--- config.mk ---
export PLATFORM = sky130hd
export DESIGN_NAME = phy_pwr_ctrl
export DESIGN_NICKNAME = d
export VERILOG_FILES = /design/src/rtl/phy_pwr_pkg.sv /design/src/rtl/phy_rst_seq.sv /design/src/rtl/phy_mode_fsm.sv /design/src/rtl/phy_cca_gate.sv /design/src/rtl/phy_pwr_ctrl.sv
export SDC_FILE = /design/constraint.sdc
export NUM_CORES = 1
export LEC_CHECK = 0
export ABC_AREA = 1
export BUFFER_PORTS_ARGS = -buffer_cell sky130_fd_sc_hd__buf_2
export CAP_MARGIN = 0
export CORE_AREA = 2 2 60 48
export DETAILED_ROUTE_END_ITERATION = 7
export DIE_AREA = 0 0 62 50
export PLACE_DENSITY = 0.59
export RECOVER_POWER = 100
export REMOVE_ABC_BUFFERS = 1
export SLEW_MARGIN = 5
export SYNTH_ARGS = -nofsm -noshare
export SYNTH_HDL_FRONTEND = slang
export SYNTH_SLANG_ARGS = --single-unit
export TNS_END_PERCENT = 20
--- constraint.sdc ---
create_clock -name clk_i -period 3.3 [get_ports clk_i]
set_input_delay 0.33 -clock clk_i [delete_from_list [all_inputs] [get_ports clk_i]]
set_output_delay 0.33 -clock clk_i [all_outputs]
set_load 0.1 [all_outputs]
--- src/rtl/phy_pwr_pkg.sv ---
package phy_pwr_pkg;
  typedef enum logic [2:0] {
    ST_RESET    = 3'd0,
    ST_SLEEP    = 3'd1,
    ST_STANDBY  = 3'd2,
    ST_READY    = 3'd3,
    ST_TRANSMIT = 3'd4,
    ST_RECEIVE  = 3'd5
  } phy_state_e;

  localparam logic [1:0] PM_READY   = 2'd0;
  localparam logic [1:0] PM_STANDBY = 2'd1;
  localparam logic [1:0] PM_SLEEP   = 2'd2;
endpackage

--- src/rtl/phy_rst_seq.sv ---
module phy_rst_seq #(
  parameter int RST_CYCLES = 8
) (
  input  logic clk_i,
  input  logic rst_ni,
  input  logic phy_reset_i,
  input  logic in_reset_i,
  output logic done_o
);
  localparam int CW = $clog2(RST_CYCLES + 1);
  localparam logic [CW-1:0] DONE_CNT = CW'(RST_CYCLES);

  logic [CW-1:0] cnt_q;

  always_ff @(posedge clk_i or negedge rst_ni) begin
    if (!rst_ni)                        cnt_q <= '0;
    else if (phy_reset_i || !in_reset_i) cnt_q <= '0;
    else if (cnt_q != DONE_CNT)          cnt_q <= cnt_q + 1'b1;
  end

  assign done_o = in_reset_i && (cnt_q == DONE_CNT);


  early_done_chk: assert property (@(posedge clk_i) disable iff (!rst_ni)
    phy_reset_i |=> !done_o);
endmodule

--- src/rtl/phy_mode_fsm.sv ---
module phy_mode_fsm
  import phy_pwr_pkg::*;
(
  input  logic       clk_i,
  input  logic       rst_ni,
  input  logic       phy_reset_i,
  input  logic       rst_done_i,
  input  logic       tx_en_i,
  input  logic       rx_en_i,
  input  logic       pm_wr_i,
  input  logic [1:0] pm_mode_i,
  input  logic       frame_end_i,
  output phy_state_e state_o,
  output logic       phy_active_o,
  output logic       rdy_o
);
  phy_state_e st_q, st_d;
  logic wake_hs_q, wake_hs_d;
  logic busy_q, busy_d;
  logic rdy_q, rdy_d;
  logic both_en, none_en, in_frame_d;

  assign both_en = tx_en_i && rx_en_i;
  assign none_en = !tx_en_i && !rx_en_i;

  always_comb begin
    st_d = st_q;
    if (phy_reset_i) st_d = ST_RESET;
    else begin
      unique case (st_q)
        ST_RESET:   if (rst_done_i) st_d = ST_STANDBY;
        ST_SLEEP:   if (both_en) st_d = ST_STANDBY;
        ST_STANDBY: begin
          if (!wake_hs_q && pm_wr_i) begin
            if (pm_mode_i == PM_READY)      st_d = ST_READY;
            else if (pm_mode_i == PM_SLEEP) st_d = ST_SLEEP;
          end
        end
        ST_READY: begin
          if (both_en)       st_d = ST_STANDBY;
          else if (tx_en_i)  st_d = ST_TRANSMIT;
          else if (rx_en_i)  st_d = ST_RECEIVE;
          else if (pm_wr_i && pm_mode_i == PM_STANDBY) st_d = ST_STANDBY;
        end
        ST_TRANSMIT: if (!tx_en_i) st_d = ST_READY;
        ST_RECEIVE:  if (!rx_en_i) st_d = ST_READY;
        default:     st_d = ST_RESET;
      endcase
    end
  end

  assign in_frame_d = (st_d == ST_TRANSMIT) || (st_d == ST_RECEIVE);

  always_comb begin
    wake_hs_d = wake_hs_q;
    if (phy_reset_i) wake_hs_d = 1'b0;
    else if (st_q == ST_SLEEP && both_en) wake_hs_d = 1'b1;
    else if (st_q == ST_STANDBY && none_en) wake_hs_d = 1'b0;

    busy_d = busy_q;
    if (phy_reset_i || !in_frame_d) busy_d = 1'b0;
    else if (st_d != st_q) busy_d = 1'b1;
    else if (frame_end_i) busy_d = 1'b0;

    rdy_d = rdy_q;
    if (phy_reset_i) rdy_d = 1'b0;
    else if (st_q == ST_RESET && rst_done_i) rdy_d = 1'b1;
  end

  always_ff @(posedge clk_i or negedge rst_ni) begin
    if (!rst_ni) begin
      st_q      <= ST_RESET;
      wake_hs_q <= 1'b0;
      busy_q    <= 1'b0;
      rdy_q     <= 1'b0;
    end else begin
      st_q      <= st_d;
      wake_hs_q <= wake_hs_d;
      busy_q    <= busy_d;
      rdy_q     <= rdy_d;
    end
  end

  assign state_o      = st_q;
  assign rdy_o        = rdy_q;
  assign phy_active_o = (st_q == ST_RESET) || wake_hs_q || busy_q;


  reset_force_chk: assert property (@(posedge clk_i) disable iff (!rst_ni)
    phy_reset_i |=> (st_q == ST_RESET) && phy_active_o);

  reset_hold_chk: assert property (@(posedge clk_i) disable iff (!rst_ni)
    (st_q == ST_RESET && !rst_done_i) |=> st_q == ST_RESET);

  rdy_sticky_chk: assert property (@(posedge clk_i) disable iff (!rst_ni)
    (rdy_q && !phy_reset_i) |=> rdy_q);

  wake_enter_chk: assert property (@(posedge clk_i) disable iff (!rst_ni)
    (st_q == ST_SLEEP && both_en && !phy_reset_i) |=> (st_q == ST_STANDBY) && phy_active_o);

  wake_hold_chk: assert property (@(posedge clk_i) disable iff (!rst_ni)
    (wake_hs_q && st_q == ST_STANDBY && !phy_reset_i) |=> st_q == ST_STANDBY);

  tx_exit_chk: assert property (@(posedge clk_i) disable iff (!rst_ni)
    (st_q == ST_TRANSMIT && !tx_en_i && !phy_reset_i) |=> st_q == ST_READY);
endmodule

--- src/rtl/phy_cca_gate.sv ---
module phy_cca_gate
  import phy_pwr_pkg::*;
#(
  parameter int CCA_VALID = 5
) (
  input  logic       clk_i,
  input  logic       rst_ni,
  input  logic       cca_en_i,
  input  phy_state_e state_i,
  output logic       report_o
);
  localparam int CW = $clog2(CCA_VALID + 1);
  localparam logic [CW-1:0] VALID_CNT = CW'(CCA_VALID);

  logic [CW-1:0] cnt_q;
  logic          state_ok;

  always_ff @(posedge clk_i or negedge rst_ni) begin
    if (!rst_ni)                 cnt_q <= '0;
    else if (!cca_en_i)          cnt_q <= '0;
    else if (cnt_q != VALID_CNT) cnt_q <= cnt_q + 1'b1;
  end

  assign state_ok = (state_i == ST_READY) || (state_i == ST_RECEIVE);
  assign report_o = (cnt_q == VALID_CNT) && state_ok;


  cca_drop_chk: assert property (@(posedge clk_i) disable iff (!rst_ni)
    !cca_en_i |=> !report_o);
endmodule

--- src/rtl/phy_pwr_ctrl.sv ---
module phy_pwr_ctrl
  import phy_pwr_pkg::*;
#(
  parameter int RST_CYCLES        = 8,
  parameter int CCA_VALID         = 5,
  parameter bit GATE_CLK_IN_SLEEP = 1'b1
) (
  input  logic       clk_i,
  input  logic       rst_ni,
  input  logic       phy_reset_i,
  input  logic       tx_en_i,
  input  logic       rx_en_i,
  input  logic       pm_wr_i,
  input  logic [1:0] pm_mode_i,
  input  logic       cca_en_i,
  input  logic       frame_end_i,
  output logic       phy_active_o,
  output logic       rdy_o,
  output logic       cca_report_o,
  output logic       clk_valid_o,
  output logic [2:0] state_o
);
  phy_state_e st;
  logic       rst_done;

  phy_rst_seq #(.RST_CYCLES(RST_CYCLES)) u_rst_seq (
    .clk_i       (clk_i),
    .rst_ni      (rst_ni),
    .phy_reset_i (phy_reset_i),
    .in_reset_i  (st == ST_RESET),
    .done_o      (rst_done)
  );

  phy_mode_fsm u_fsm (
    .clk_i        (clk_i),
    .rst_ni       (rst_ni),
    .phy_reset_i  (phy_reset_i),
    .rst_done_i   (rst_done),
    .tx_en_i      (tx_en_i),
    .rx_en_i      (rx_en_i),
    .pm_wr_i      (pm_wr_i),
    .pm_mode_i    (pm_mode_i),
    .frame_end_i  (frame_end_i),
    .state_o      (st),
    .phy_active_o (phy_active_o),
    .rdy_o        (rdy_o)
  );

  phy_cca_gate #(.CCA_VALID(CCA_VALID)) u_cca (
    .clk_i    (clk_i),
    .rst_ni   (rst_ni),
    .cca_en_i (cca_en_i),
    .state_i  (st),
    .report_o (cca_report_o)
  );

  generate
    if (GATE_CLK_IN_SLEEP) begin : g_gate_sleep
      assign clk_valid_o = (st != ST_RESET) && (st != ST_SLEEP);
    end else begin : g_no_gate
      assign clk_valid_o = (st != ST_RESET);
    end
  endgenerate

  assign state_o = st;


  cca_state_chk: assert property (@(posedge clk_i) disable iff (!rst_ni)
    cca_report_o |-> (state_o == 3'd3 || state_o == 3'd5));

  rdy_reset_chk: assert property (@(posedge clk_i) disable iff (!rst_ni)
    phy_reset_i |=> !rdy_o);
endmodule

==> flow_metrics.py <==
metrics = {
    "pwr": {
        "pwr-share-clk": 0.279,
        "comb_power_share": 0.199,
        "p_sw_frac": 0.318,
        "p_int_mw": 0.256,
        "power_leakage_nw": 0.516,
        "power.density_nw_per_um2": 380,
        "ir_drop_uv": 185,
        "power.switching_mw": 0.119,
        "power_frac_seq": 0.523,
    },
    "place": {
        "globalplace.congestion": 0.878,
        "io_buffers": 16,
        "dp_hpwl_um": 1550,
        "dpl_cell_area_sq_um": 967,
    },
    "cells_and_area": {
        "final_cell_area_sq_um": 986,
        "layout_common_cells": "nand2_1 (25), inv_1 (22), nand3_1 (13), dfrtp_1 (13), nor2_1 (12)",
        "num-nets-final": 155,
        "antenna_cells": 0,
        "synthToLayoutAreaGrowth_pct": 17.1,
        "layout-drive-gt1-share": 0.129,
        "final_common_cell": "nand2_1",
    },
    "timing": {
        "slew_viol_final": 0,
        "fmax_mhz": 397,
        "fin_tns_setup_ns": 0,
        "hold_viol": 0,
        "tightestPinTransition_ns": 1.19,
        "rsz0062_at_grt": "false",
        "relSlewSlack": 0.210,
        "skew_ns": 0.00766,
        "fin_hold_ws_ns": 0.275,
        "min_period_ns": 2.52,
        "finalSetupViolCount": 0,
        "period_share": 0.763,
    },
    "critical_path": {
        "path_class": "flip-flop to output pin",
        "r2r_setup_slack_ns": 1.64,
        "r2r-end": "u_fsm.busy_q",
        "ff2ff_path_depth": 13,
        "crit_arrival_ns": 2.19,
        "start_kind": "flip-flop",
        "endpoint_kind": "output pin",
        "r2r-start": "u_rst_seq.cnt_q[0]",
        "critPathMaxFanout": 8,
        "required_ns": 2.97,
    },
    "yosys": {
        "ys_ff_latch": 13,
        "synthAdderAreaFrac": 0.0594,
        "synthCells": 119,
        "synth_cell_type_count": 20,
        "synthesis.area_sq_um": 842,
        "synth_mux_area_frac": 0,
        "ys_seq_area_frac": 0.386,
        "synth_area_per_cell_sq_um": 7.08,
        "synth_compound_area_frac": 0.0996,
        "synth-simple-area-share": 0.331,
        "synth_top_family_by_area": "simple AND/OR/NAND/NOR gates",
        "synth_xor_area_frac": 0.0208,
        "yosys_warnings": 0,
    },
    "min_path": {
        "hp-class": "input port to flip-flop",
        "min_from": "phy_reset_i",
        "min_path_cells": 2,
        "worst_hold_path.endpoint": "u_fsm.wake_hs_q",
    },
    "floorplanning": {
        "die_h_um": 50,
        "rows": 16,
        "io_pins": 17,
        "fp.dieW_um": 62,
        "start_util": 0.337,
        "core_area_sq_um": 2500,
        "die_area_sq_um": 3100,
    },
    "job": {
        "cap_violations": 0,
    },
    "global_route": {
        "grt_pass1_vias": 753,
        "grt_max_degree": 14,
        "overflow": 0,
        "grt_pass1_wl_um": 3420,
        "antenna_found_initial": 0,
        "grtUsageTotal": 0.151,
    },
    "clock_tree": {
        "clock_sinks": 13,
        "clk_latency_ns": 0.28,
        "clk_pin_slew_ns": 0.09,
        "cts_htree_levels": 1,
        "cts.path.max_buffers": 2,
        "cts_root_buf": "clkbuf_4",
        "cts_made_buffers": 3,
        "cts_tree": "yes",
    },
    "drt": {
        "detail_route.vias_per_cell": 4.67,
        "drt-initial-drc-count": 21,
        "final_antenna_net_count": 0,
        "vias": 822,
        "wirelength_um": 1980,
        "drc": 0,
        "wl_per_cell_um": 11.3,
        "drtPass1Iterations": 4,
    },
    "status": {
        "outcome": "finished clean",
    },
}
[critical path: stages, from the launching register on]
cell	delay [ns]
dfrtp_1	0.50
inv_1	0.13
nor2_1	0.19
inv_1	0.09
a21oi_1	0.12
clkbuf_1	0.87
[final cells by class]
type / instances / area [sq um]
fill: 271 / 1520
multi-input combinational: 83 / 423
inverter: 23 / 86.3
sequential: 13 / 325
timing repair buffer: 17 / 80.1
tap: 36 / 45.0
clock buffer: 4 / 26.3
[worst max path at each step]
stage,from,to,cells past startpoint
2_1_floorplan,u_fsm.state_o[2],cca_report_o,4
6_report,u_fsm.state_o[2],cca_report_o,5
5_1_grt,u_fsm.state_o[2],cca_report_o,5
3_5_place_dp,u_fsm.state_o[1],cca_report_o,6
4_1_cts,u_fsm.state_o[1],cca_report_o,6
3_3_place_gp,u_fsm.state_o[2],cca_report_o,5
[through the flow]
stage | worst slack, ns | instances | power, mW | utilization
global placement | 1.63 | 171 | 0.267 | 0.387
finish | 0.783 | 176 | 0.375 | 0.394
floorplan | 0.143 | 119 | 0.246 | -
detailed placement | 1.61 | 171 | 0.272 | 0.387
CTS | 1.29 | 176 | 0.378 | 0.401
global route | 0.602 | 176 | 0.405 | 0.394
[cells in the mapped netlist]
| cell | instances | area (sq um) |
|---|---|---|
| a21oi_1 | 8 | 40.0 |
| a31oi_1 | 1 | 6.26 |
| dfrtp_1 | 13 | 325 |
| ha_1 | 4 | 50.1 |
| inv_1 | 21 | 78.8 |
| inv_2 | 2 | 7.51 |
| nand2_1 | 25 | 93.8 |
| nand2_2 | 4 | 25.0 |
| nand3_1 | 12 | 60.1 |
| nand3_2 | 1 | 10.0 |
| nand3b_1 | 1 | 7.51 |
| nand4_1 | 1 | 6.26 |
| nor2_1 | 11 | 41.3 |
| nor2_2 | 3 | 18.8 |
| nor3_1 | 2 | 10.0 |
| nor4_1 | 1 | 6.26 |
| o21ai_0 | 5 | 25.0 |
| o22ai_1 | 2 | 12.5 |
| xnor2_1 | 1 | 8.76 |
| xor2_1 | 1 | 8.76 |
[per-layer routing]
| layer | up-vias | GRT usage | share of wire |
|---|---|---|---|
| met1 | 372 | 0.222 | 0.49 |
| li1 | 422 | - | - |
| met5 | - | 0 | 0 |
| met3 | 2 | 0.0577 | 0.064 |
| met2 | 26 | 0.207 | 0.44 |
| met4 | 0 | 0.0319 | 0.0071 |
[power groups by stage]
stage / sequential, mW / combinational (mW) / clock, mW
6_report: 0.196 / 0.0744 / 0.104
5_1_grt: 0.199 / 0.0872 / 0.119
4_1_cts: 0.195 / 0.0752 / 0.108
3_5_place_dp: 0.198 / 0.0742 / 0
3_3_place_gp: 0.197 / 0.0704 / 0
2_1_floorplan: 0.195 / 0.0513 / 0
[sequential cells by signal (all words and copies together) (netlist names)]
name             flops
u_rst_seq.cnt_q      4
u_cca.cnt_q          3
u_fsm.state_o        3
u_fsm.busy_q         1
u_fsm.rdy_o          1
u_fsm.wake_hs_q      1
[what timing repair did]
action,CTS,global route
buffers inserted,0,0
endpoints found under the hold margin,13,0
endpoints found under the setup margin,0,0
resized for setup,0,0
hold buffers,1,0
[kinds of logic (layout without fill, tap and decap cells)]
| logic type | after synthesis | count (layout) |
|---|---|---|
| XOR/XNOR | 2 | 2 |
| AND/OR/NAND/NOR | 61 | 61 |
| adder cells (fa/ha/maj) | 4 | 4 |
| AO/OA/AOI/OAI | 16 | 16 |
| buffers and inverters | 23 | 44 |
| flip-flops | 13 | 13 |
(Power assumes the default switching activity.)
